## config.mk

```make
export PLATFORM = sky130hd
export DESIGN_NAME = flow_event_gen
export DESIGN_NICKNAME = d
export VERILOG_FILES = /design/src/rtl/sfe_pkg.sv /design/src/rtl/sfe_level_cross.sv /design/src/rtl/sfe_drop_flag.sv /design/src/rtl/sfe_rx_timer.sv /design/src/rtl/flow_event_gen.sv
export SDC_FILE = /design/constraint.sdc
export NUM_CORES = 1
export LEC_CHECK = 0
export ABC_AREA = 1
export CORE_MARGIN = 5
export CORE_UTILIZATION = 58
export DETAILED_ROUTE_END_ITERATION = 8
export DONT_BUFFER_PORTS = 1
export PLACE_DENSITY = 0.8
export REMOVE_ABC_BUFFERS = 1
export SLEW_MARGIN = 20
export SYNTH_ARGS = -nofsm -noshare
export SYNTH_HDL_FRONTEND = slang
export SYNTH_SLANG_ARGS = --single-unit
```

## constraint.sdc

```tcl
create_clock -name clk -period 1.6 [get_ports clk]
set_input_delay 0.08 -clock clk [delete_from_list [all_inputs] [get_ports clk]]
set_output_delay 0.08 -clock clk [all_outputs]
set_load 0.02 [all_outputs]
```

## src/rtl/sfe_pkg.sv

```systemverilog
package sfe_pkg;
  localparam int QDEPTH_DEF = 32;
  localparam int TMO_W_DEF  = 24;

  typedef struct packed {
    logic rx_wmark;
    logic tx_wmark;
    logic rx_ovf;
    logic tx_ovf;
    logic rx_tmo;
  } flow_ev_t;
endpackage

```

## src/rtl/sfe_level_cross.sv

```systemverilog
module sfe_level_cross #(
  parameter int LW = 6
) (
  input  logic          clk,
  input  logic          rst,
  input  logic [LW-1:0] level,
  input  logic [LW-1:0] thresh,
  output logic          ev
);
  logic above;
  logic above_q;

  always_comb above = (thresh != '0) && (level >= thresh);

  always_ff @(posedge clk) begin
    if (rst) begin
      above_q <= 1'b0;
      ev      <= 1'b0;
    end else begin
      above_q <= above;
      ev      <= above & ~above_q;
    end
  end

  // a crossing gives a single pulse
  a_r3_single_pulse: assert property (@(posedge clk) disable iff (rst)
    ev |=> !ev);
  // zero threshold never fires
  a_r4_zero_thresh: assert property (@(posedge clk) disable iff (rst)
    (thresh == '0) |=> !ev);
endmodule

```

## src/rtl/sfe_drop_flag.sv

```systemverilog
module sfe_drop_flag (
  input  logic clk,
  input  logic rst,
  input  logic push,
  input  logic full,
  output logic ev
);
  always_ff @(posedge clk) begin
    if (rst) ev <= 1'b0;
    else     ev <= push & full;
  end

  // overflow only when the queue was full
  a_r6_ovf_needs_full: assert property (@(posedge clk) disable iff (rst)
    !full |=> !ev);
  a_r6_ovf_on_full_push: assert property (@(posedge clk) disable iff (rst)
    (push && full) |=> ev);
endmodule

```

## src/rtl/sfe_rx_timer.sv

```systemverilog
module sfe_rx_timer #(
  parameter int LW = 6,
  parameter int TW = 24
) (
  input  logic          clk,
  input  logic          rst,
  input  logic [LW-1:0] level,
  input  logic          pop,
  input  logic          char_in,
  input  logic          tick,
  input  logic          en,
  input  logic [TW-1:0] limit,
  output logic          ev
);
  logic [TW-1:0] cnt;
  logic [TW-1:0] cnt_nxt;
  logic          spent;
  logic          restart;

  always_comb begin
    restart = !en || (level == '0) || pop || char_in;
    cnt_nxt = cnt + TW'(1);
  end

  always_ff @(posedge clk) begin
    if (rst) begin
      cnt   <= '0;
      spent <= 1'b0;
      ev    <= 1'b0;
    end else begin
      ev <= 1'b0;
      if (restart) begin
        cnt   <= '0;
        spent <= 1'b0;
      end else if (tick && !spent && (limit != '0)) begin
        cnt <= cnt_nxt;
        if (cnt_nxt == limit) begin
          ev    <= 1'b1;
          spent <= 1'b1;
        end
      end
    end
  end

  // nothing fires with an empty queue or when disabled
  a_r10_empty_quiet: assert property (@(posedge clk) disable iff (rst)
    (level == '0) |=> !ev);
  a_r10_disabled_quiet: assert property (@(posedge clk) disable iff (rst)
    !en |=> !ev);
  // one pulse per expiry
  a_r11_no_repeat: assert property (@(posedge clk) disable iff (rst)
    ev |=> !ev);
  // a restart cycle never produces an event
  a_r8_restart_quiet: assert property (@(posedge clk) disable iff (rst)
    (pop || char_in) |=> !ev);
  // zero limit never fires
  a_r12_zero_limit: assert property (@(posedge clk) disable iff (rst)
    (limit == '0) |=> !ev);
endmodule

```

## src/rtl/flow_event_gen.sv

```systemverilog
module flow_event_gen
  import sfe_pkg::*;
#(
  parameter int QDEPTH = QDEPTH_DEF,
  parameter int TW     = TMO_W_DEF,
  localparam int LW    = $clog2(QDEPTH + 1)
) (
  input  logic          clk,
  input  logic          rst,
  input  logic [LW-1:0] rx_level,
  input  logic [LW-1:0] tx_level,
  input  logic [LW-1:0] rx_thresh,
  input  logic [LW-1:0] tx_thresh,
  input  logic          rx_push,
  input  logic          rx_full,
  input  logic          tx_push,
  input  logic          tx_full,
  input  logic          rx_pop,
  input  logic          rx_char,
  input  logic          bit_tick,
  input  logic          tmo_en,
  input  logic [TW-1:0] tmo_limit,
  output logic          ev_rx_wmark,
  output logic          ev_tx_wmark,
  output logic          ev_rx_ovf,
  output logic          ev_tx_ovf,
  output logic          ev_rx_tmo
);
  localparam int NQ = 2;

  logic [NQ-1:0][LW-1:0] q_level;
  logic [NQ-1:0][LW-1:0] q_thresh;
  logic [NQ-1:0]         q_push;
  logic [NQ-1:0]         q_full;
  logic [NQ-1:0]         q_wm_ev;
  logic [NQ-1:0]         q_ovf_ev;
  flow_ev_t              evs;

  assign q_level  = {tx_level, rx_level};
  assign q_thresh = {tx_thresh, rx_thresh};
  assign q_push   = {tx_push, rx_push};
  assign q_full   = {tx_full, rx_full};

  for (genvar q = 0; q < NQ; q++) begin : g_queue
    sfe_level_cross #(.LW(LW)) u_wm (
      .clk    (clk),
      .rst    (rst),
      .level  (q_level[q]),
      .thresh (q_thresh[q]),
      .ev     (q_wm_ev[q])
    );
    sfe_drop_flag u_ovf (
      .clk  (clk),
      .rst  (rst),
      .push (q_push[q]),
      .full (q_full[q]),
      .ev   (q_ovf_ev[q])
    );
  end

  sfe_rx_timer #(.LW(LW), .TW(TW)) u_tmo (
    .clk     (clk),
    .rst     (rst),
    .level   (rx_level),
    .pop     (rx_pop),
    .char_in (rx_char),
    .tick    (bit_tick),
    .en      (tmo_en),
    .limit   (tmo_limit),
    .ev      (evs.rx_tmo)
  );

  assign evs.rx_wmark = q_wm_ev[0];
  assign evs.tx_wmark = q_wm_ev[1];
  assign evs.rx_ovf   = q_ovf_ev[0];
  assign evs.tx_ovf   = q_ovf_ev[1];

  assign ev_rx_wmark = evs.rx_wmark;
  assign ev_tx_wmark = evs.tx_wmark;
  assign ev_rx_ovf   = evs.rx_ovf;
  assign ev_tx_ovf   = evs.tx_ovf;
  assign ev_rx_tmo   = evs.rx_tmo;

  // the cycle after reset all events are low
  a_r1_reset_quiet: assert property (@(posedge clk)
    rst |=> (evs == '0));
endmodule

```

== Yosys cells after proc, flatten, opt, wreduce, memory -nomap -nowiden ==
Index checks and enable logic that the tools add are counted.
Word-level totals
  bits in registers: 32
  word-level logic and storage cells: 37
  input bits: 58
Cells by class
  reduce and logical (&&, ||, !) cells: 16
  add/sub/neg operators: 1
  order comparisons: 2
  bitwise gates (word level): 7
  equal/unequal tests: 1
  muxes and demuxes: 1
Operators by type and width (number)
  24-bit by 1-bit adder with 24-bit output, second input constant: 1
  24-bit == test: 1
  24-bit nonzero test: 1
  6-bit >= comparator: 2
  6-bit nonzero test: 2
  6-bit zero test: 1
  1-bit AND: 4
  1-bit logical AND: 4
  1-bit logical OR: 3
  1-bit inverter: 3
  3-bit OR reduction: 1
  1-bit zero test: 2
  2-bit AND reduction: 1
  2-bit OR reduction: 1
  1-bit two-way mux: 1

== Longest topological paths before layout ==
Gate-level depths: netlist (run 1).
  depth in word-level cells: 5
  mapped depth: 15
  depth with buffers taken out: 15

== Hierarchy ==
A second synthesis (run 1) with hierarchy kept.
Unflattened totals
  cells, all modules: 478
  area, all modules: 2768.9 um^2
Modules (own cells, without submodules)
  sfe_rx_timer: area each 2208.4 um^2, cells an instance 388, instances 1
  sfe_level_cross: area each 250.2 um^2, cells an instance 42, instances 2
  sfe_drop_flag: area each 30.0 um^2, cells an instance 3, instances 2

== Least setup slack after synthesis (run 1) ==
Ideal clock, no wire load.
  path type: register -> register
  start point: reg u_tmo.cnt[0]
  end point: reg u_tmo.spent
  required time: 1542 ps
  slack: -71 ps
  period minus slack after synthesis: 1671 ps
  path buffers: 0
  arrival time: 1613 ps
  stages on the path, launching flop included: 14
  cell sequence: dfxtp_1 ha_1 nand2_2 nor2_8 nand3b_1 nor2_1 nand2_1 nand3_1 nand2_1 nor2_1 nand2_1 nor2_1 nand2_1 nand2_1
Between the ends
  longest elaborated chain between the ends: 3
Ends and longest elaborated chain
  from (decl): RTL line sfe_rx_timer.sv:15  | logic [TW-1:0] cnt;
  from (signal assigned): RTL line sfe_rx_timer.sv:36  | cnt <= cnt_nxt;
  24-bit by 1-bit adder with 24-bit output: RTL line sfe_rx_timer.sv:22  | cnt_nxt = cnt + TW'(1);
  24-bit == test: RTL line sfe_rx_timer.sv:37  | if (cnt_nxt == limit) begin
  2-bit AND reduction (no line)
  to (signal assigned): RTL line sfe_rx_timer.sv:28  | spent <= 1'b0;
  to (signal assigned): RTL line sfe_rx_timer.sv:34  | spent <= 1'b0;
  to (signal assigned): RTL line sfe_rx_timer.sv:39  | spent <= 1'b1;
  to (decl): RTL line sfe_rx_timer.sv:17  | logic spent;
No other way between the ends.
A chain may end at the register's enable or synchronous reset.

== Worst setup path in the final report (run 1) ==
  start point: reg u_tmo.cnt[1]
  end point: reg u_tmo.spent
Same word-level chain as after synthesis.

==> results of run 1 <==
## worst min-delay path, delay by kind of cell
family	cells	cell delay, ns
AO/OA/AOI/OAI	1	0.05
buffers and inverters	2	0.10
AND/OR/NAND/NOR	1	0.06
## per-layer routing
layer / vias to the layer above / routed length (µm) / global-route usage [%] / share of wire, %
met2: 188 / 4446 / 48.47 / 48
met5: - / 0 / 0 / 0
li1: 1665 / - / - / -
met3: 60 / 873 / 7.683 / 9.4
met1: 1590 / 3433 / 30.83 / 37
met4: 0 / 528 / 13.99 / 5.7
## cells by family after synthesis
family                   synth area share, %
AO/OA/AOI/OAI                          11.61
flip-flops                             23.49
buffers and inverters                  11.15
XOR/XNOR                               1.835
AND/OR/NAND/NOR                        45.96
adder cells (fa/ha/maj)                5.963
## state kept, by name (all words and copies together) (netlist names)
signal,count
g_queue.u_wm.above_q,2
u_tmo.cnt,24
u_tmo.ev,1
u_tmo.spent,1
g_queue.u_ovf.ev,2
g_queue.u_wm.ev,2
## final cells by class
cell class / instances / area, µm²
clock buffer: 7 / 96.34
clock inverter: 1 / 30.03
fill: 333 / 938.4
inverter: 75 / 281.5
multi-input combinational: 360 / 1962
sequential: 32 / 661.9
tap: 54 / 67.56
timing repair buffer: 75 / 591.8
## Yosys cell counts
cell and instances:
nand2_1 146, inv_1 75, nor2_1 63, nand3_1 46
dfxtp_1 32, o21ai_0 22, a21oi_1 16, ha_1 13
nand3b_1 10, a31oi_1 9, nand4_1 6, clkbuf_1 5
nand2_2 5, nor2_2 4, nor2_4 3, a211oi_1 2
nor3_1 2, o2111ai_1 2, o211ai_1 2, o21bai_1 2
xor2_1 2, buf_1 1, nor2_8 1, nor4_1 1
o31ai_1 1, xnor2_1 1, xor3_1 1
## path summary, 6_finish.rpt
path         slack (ns)  cells after the start               startpoint                       to
min reg2reg        0.39                      1  g_queue[1].u_wm.above_q       g_queue[1].u_wm.ev
max reg2reg       -0.28                     15             u_tmo.cnt[1]              u_tmo.spent
max               -0.28                     15             u_tmo.cnt[1]              u_tmo.spent
min                0.04                      4             tx_thresh[0]  g_queue[1].u_wm.above_q
## repair_timing
item / CTS / global route
endpoints found under the hold margin: 6 / 0
setup buffers: 4 / 7
hold buffers: 4 / 0
endpoints found under the setup margin: 5 / 11
pin swaps: 17 / 37
resized for setup: 22 / 48
## power groups by stage
stage | Sequential [mW] | Clock [mW] | Combinational, mW
after floorplan | 0.850 | 0 | 0.164
after global placement | 0.852 | 0 | 0.221
after detailed placement | 0.852 | 0 | 0.230
after CTS | 0.831 | 0.872 | 0.241
after global routing | 0.833 | 0.920 | 0.293
final | 0.831 | 0.879 | 0.255
==> out/metrics.cfg, run 1 <==
[power_and_ir_drop]
pwr-share-comb_pct = 13.0
p_total_mw = 1.965
seq_power_share_pct = 42.3
ir_worst_vdd_uv = 498.5
switching_power_mw = 0.4944
power_density_nw_per_um2 = 532.4
leakagePower_nw = 1.822
p_int_mw = 1.471
swShare_pct = 25.16
pwr-share-clk_pct = 44.7

[route]
initialDrtViolationCount = 402
avgViaCountPerCell = 5.800
wirelength_um = 9281
wire_per_inst_um = 15.37
ant_nets = 0
dr_total_vias = 3503
drtPass1Iterations = 5
drcViolationCount = 0

[grt]
grt_antenna_before_repair = 0
groute.usage.overall_pct = 27.84
grt_overflow = 0
grt_pass1_vias = 3244
grt_pass1_wl_um = 13670
grt_max_degree = 25

[yosys]
synth_largest_area_cell = dfxtp_1
synth.top_cell.area_share_pct = 23.49
netlist_instances = 473
syn_avg_cell_area_um2 = 5.767
synthTopCellsByArea = dfxtp_1 (23%), nand2_1 (20%), inv_1 (10%)
yosysSeqAreaShare_pct = 23.49
ys_warn_count = 0
yosys_register_bits = 32
netlist_area_um2 = 2728
synth_cell_types = 27

[sta]
fmax_mhz = 531.2
hold_ws_ns = 0.03587
final-hold-violation-count = 0
setup-tns-final_ns = -0.5869
finalMaxSlewViolations = 0
setup_violations = 3
layout_setup_ws_ns = -0.2824
rsz0062_at_grt = true
skew_ns = 0.009517
slew_headroom_pct = 81.06
worstMarginPinSlew_ns = 0.2815
period_needed_ns = 1.882
post-route-period-util_pct = 117.6

[setup_path]
crit_path_frequent_cell = nand2_1
max_stage_delay_ns = 0.38
critPathMaxFanout = 7
worstSetupStartpointType = flip-flop
cp.arrival_ns = 2.07
cp_slowest_cell = dfxtp_4
crit_path_cell_trace = ha_4 -> nand2_4 -> nor2_8 -> nand2_2 -> buf_4 -> nand2_1 -> nand3_1 -> nand2_1 -> nor2_1 -> nand3_1 -> nor2_1 -> nand2_1 -> nor2_1 -> nand2_1 -> nand2_1
critPathKind = reg2reg
path_delay_family = simple AND/OR/NAND/NOR gates
required_ns = 1.79
path_buf_inv = 1
cp-end-kind = flip-flop

[clocking]
cts_tree = done
clock-root-buffer = clkbuf_8
clk_latency_ns = 0.29
htreeDepth = 2
cts_num_sinks = 32
clock_path_buffers = 2
clk_pin_slew_worst_paths_ns = 0.07
cts-buffers-inserted = 5

[floorplan]
fp-row-count = 25
core_um2 = 4629
die_h_um = 78.58
start_util_pct = 58.92
ios = 63
die_x_um = 78.58
dieArea_um2 = 6174

[layout]
diodes = 0
drive_gt1_share_pct = 25.64
syn2layout_area_growth_pct = 35.32
fin_nets = 620
layout.cells.most_common = nand2_1
most-common-layout-cells = nand2_1 (131), inv_1 (71), buf_4 (66)
fin_cells = 604
final_util_pct = 79.73
fin_area_um2 = 3691

[placed_design]
place_area_um2 = 3223
finalWeightedCongestion = 0.9109
portBuffers = 0
place_hpwl_um = 6352
placed_cells = 581
dp_slack_ns = -0.2551

[status]
status = finished with violations
violations = setup timing

[min_path]
holdCritPathClass = in2reg

[flow_run]
max-cap-violations = 0

Note: power is estimated with default switching activity, not from simulation.
==> run 2: changes to the inputs <==
ABC_AREA = 0   (was 1)
SLEW_MARGIN = default   (was 20)
==> out/metrics.cfg, run 2 <==
[setup_path]
cp_slowest_cell = or4_4
reg2reg_from = u_tmo.cnt[9]
reg2regPathDepth = 7  ; -8
crit_path_cell_trace = nand3_1 -> or4_4 -> or4_4 -> nand3_2 -> o211ai_2 -> a2111oi_4 -> o21bai_1
cp-end-kind = flip-flop
crit_end = u_tmo.spent
cp.arrival_ns = 2.50  ; +0.43 ns
reg2reg_to = u_tmo.spent
critPathMaxFanout = 4  ; -3
worstSetupStartpointType = flip-flop
required_ns = 1.82  ; +0.03 ns
r2r_slack_ns = -0.68  ; -0.39 ns
critPathKind = reg2reg
cp-startpoint = u_tmo.cnt[9]
max_stage_delay_ns = 0.54  ; +0.16 ns
crit_path_frequent_cell = or4_4

[clocking]
htreeDepth = 2  ; unchanged
cts_tree = done
clock-root-buffer = clkbuf_8
clock_path_buffers = 2  ; unchanged
clk_pin_slew_worst_paths_ns = 0.06  ; about the same
cts-buffers-inserted = 5  ; unchanged
cts_num_sinks = 32  ; unchanged
clk_latency_ns = 0.29  ; about the same

[yosys]
synthTopCellsByCount = nor2_1 (36), dfxtp_1 (32), xnor2_1 (30)
synth_flop_cell = dfxtp_1
syn_avg_cell_area_um2 = 8.229  ; +43%
synthMostInstantiatedCell = nor2_1
async_flop_share_pct = 0  ; unchanged
synth_edf_count = 0  ; unchanged
synth_top_family_by_area = simple AND/OR/NAND/NOR gates
synthXorXnorAreaFrac_pct = 18.72  ; +17 points
synthTopCellsByArea = dfxtp_1 (25%), xnor2_1 (10%), xor2_1 (8.3%)
synth_largest_area_cell = dfxtp_1
synth_fa_ha_area_share_pct = 6.439  ; +0.48 points
synth_compound_area_share_pct = 12.73  ; +1.1 points
muxShareOfSynthArea_pct = 1.238  ; +1.2 points
netlist_area_um2 = 2526  ; -7.4%
synth_simple_gate_area_share_pct = 27.44  ; -19 points
netlist_instances = 307  ; -35%
ys_warn_count = 0  ; unchanged
synth_cell_types = 57  ; +110%
yosysSeqAreaShare_pct = 25.36  ; +1.9 points
synth.top_cell.area_share_pct = 25.36  ; +1.9 points
yosys_register_bits = 32  ; unchanged

[power_and_ir_drop]
ir_worst_vdd_uv = 357.0  ; -28%
leakagePower_nw = 1.343  ; -26%
p_total_mw = 1.783  ; -9.3%
power_density_nw_per_um2 = 533.1  ; +0.13%

[layout]
largest_register_ffs = 24  ; unchanged
seqCellArea_um2 = 658.1  ; -0.57%
fin_nets = 442  ; -29%
n_fill_cell = 267  ; -20%
diodes = 0  ; unchanged
multi_input_area_um2 = 1862  ; -5.1%
layout.cells.most_common = buf_4
syn2layout_area_growth_pct = 32.39
most-common-layout-cells = buf_4 (65), nor2_1 (33), xnor2_1 (27)
final_util_pct = 77.88  ; -1.8 points
fin_area_um2 = 3344  ; -9.4%
largest_register = u_tmo.cnt
drive_gt1_share_pct = 32.80  ; +7.2 points

[sta]
finalMaxSlewViolations = 0  ; unchanged
slew_headroom_pct = 69.44  ; -12 points
final-hold-violation-count = 0  ; unchanged
layout_setup_ws_ns = -0.6767  ; -0.3943 ns
fmax_mhz = 439.2  ; -17%
skew_ns = 0.006883  ; -0.002634 ns
period_needed_ns = 2.277  ; +0.3943 ns
post-route-period-util_pct = 142.3  ; +25 points
rsz0062_at_grt = true
setup_violations = 14  ; +11
worstMarginPinSlew_ns = 0.4574  ; +0.1759 ns

[grt]
grt_antenna_before_repair = 0  ; unchanged
grt_pass1_wl_um = 11950  ; -13%
grt_max_degree = 26  ; +4.0%
groute.usage.overall_pct = 25.30  ; -2.5 points
grt_overflow = 0  ; unchanged
grt_pass1_vias = 2658  ; -18%

[floorplan]
die_x_um = 76.00  ; -3.3%
fp-row-count = 24  ; -4.0%
die_h_um = 76.00  ; -3.3%
core_um2 = 4294  ; -7.2%
dieArea_um2 = 5775  ; -6.5%
start_util_pct = 58.83  ; -0.090 points
ios = 63  ; unchanged

[route]
dr_total_vias = 2644  ; -25%
drcViolationCount = 0  ; unchanged
ant_nets = 0  ; unchanged
initialDrtViolationCount = 281  ; -30%
wire_per_inst_um = 18.24  ; +19%
avgViaCountPerCell = 6.236  ; +7.5%
wirelength_um = 7735  ; -17%
drtPass1Iterations = 5  ; unchanged

[placed_design]
place_area_um2 = 2914  ; -9.6%
portBuffers = 0  ; unchanged
place_hpwl_um = 5348  ; -16%
finalWeightedCongestion = 0.9444  ; +3.7%

[status]
status = finished with violations
violations = setup timing

[flow_run]
max-cap-violations = 0  ; unchanged

[min_path]
holdCritPathClass = in2reg

-- run 2: cell count changes in the layout (fill, tap and decap cells not counted), moves of 15 or more --
cell     before  now
xor2_1        2   23
nand3_1      39    9
o21ai_0      21    6
nand2_1     131   18
xnor2_1       1   27
inv_1        71   18
nor2_1       54   33
-- run 2: worst min-delay path by stage --
| stage | startpoint | end | slack (ns) | depth (start not counted) |
|---|---|---|---|---|
| floorplan | rst | g_queue[0].u_ovf.ev | 0.15 | 1 |
| global placement | rst | g_queue[0].u_ovf.ev | 0.15 | 1 |
| detailed placement | rst | g_queue[0].u_ovf.ev | 0.15 | 1 |
| CTS | tx_thresh[0] | g_queue[1].u_wm.above_q | 0.03 | 2 |
| global route | tx_thresh[0] | g_queue[1].u_wm.above_q | 0.05 | 2 |
| finish | tx_thresh[0] | g_queue[1].u_wm.above_q | 0.04 | 2 |
-- run 2: cells by family after synthesis --
logic type,Yosys count
adder cells (fa/ha/maj),13
AO/OA/AOI/OAI,41
multiplexers,3
XOR/XNOR,54
AND/OR/NAND/NOR,129
buffers and inverters,35
flip-flops,32
-- run 2: stage by stage --
stage | setup TNS, ns | setup WS, ns | cells | hold WS [ns]
after floorplan | -7.525 | -0.8402 | 290 | 0.1515
after global placement | -5.402 | -0.6735 | 402 | 0.1550
after detailed placement | -6.141 | -0.7398 | 402 | 0.1541
after CTS | -3.687 | -0.6527 | 419 | 0.02869
after global routing | -4.991 | -0.7755 | 424 | 0.04591
final | -3.989 | -0.6767 | 424 | 0.03737
-- run 2: area by class of cell --
cell class	count	area share, %
inverters	18	2.020
multi-input cells	240	55.67
clock buffers	6	2.170
flip-flops and latches	32	19.68
well taps	52	1.945
clock inverters	2	1.048
repair buffers	74	17.47
-- run 2: power by group --
part           internal, mW  leakage (nW)  switching, mW  total (mW)
logic                 0.106          1.02         0.0958       0.202
registers             0.804         0.265         0.0121       0.816
clock network         0.462        0.0552          0.303       0.764
total                  1.37          1.34          0.411        1.78
-- run 2: timing repair --
action | in CTS | in global routing
setup buffers | 5 | 5
resized for setup | 25 | 25
endpoints found under the hold margin | 6 | 0
pin swaps | 14 | 12
endpoints found under the setup margin | 14 | 15
hold buffers | 4 | 0
-- run 2: critical path: cells and delay by family (launching register included) --
kind            cells  cell delay (ns)
simple gates        4             1.27
flops               1             0.37
compound gates      3             0.57
-- run 2: metal layers --
metal / track usage (%) / wire length (µm)
met4: 11.92 / 308
met1: 29.20 / 3030
met2: 43.24 / 3753
met5: 0 / 0
met3: 6.383 / 642
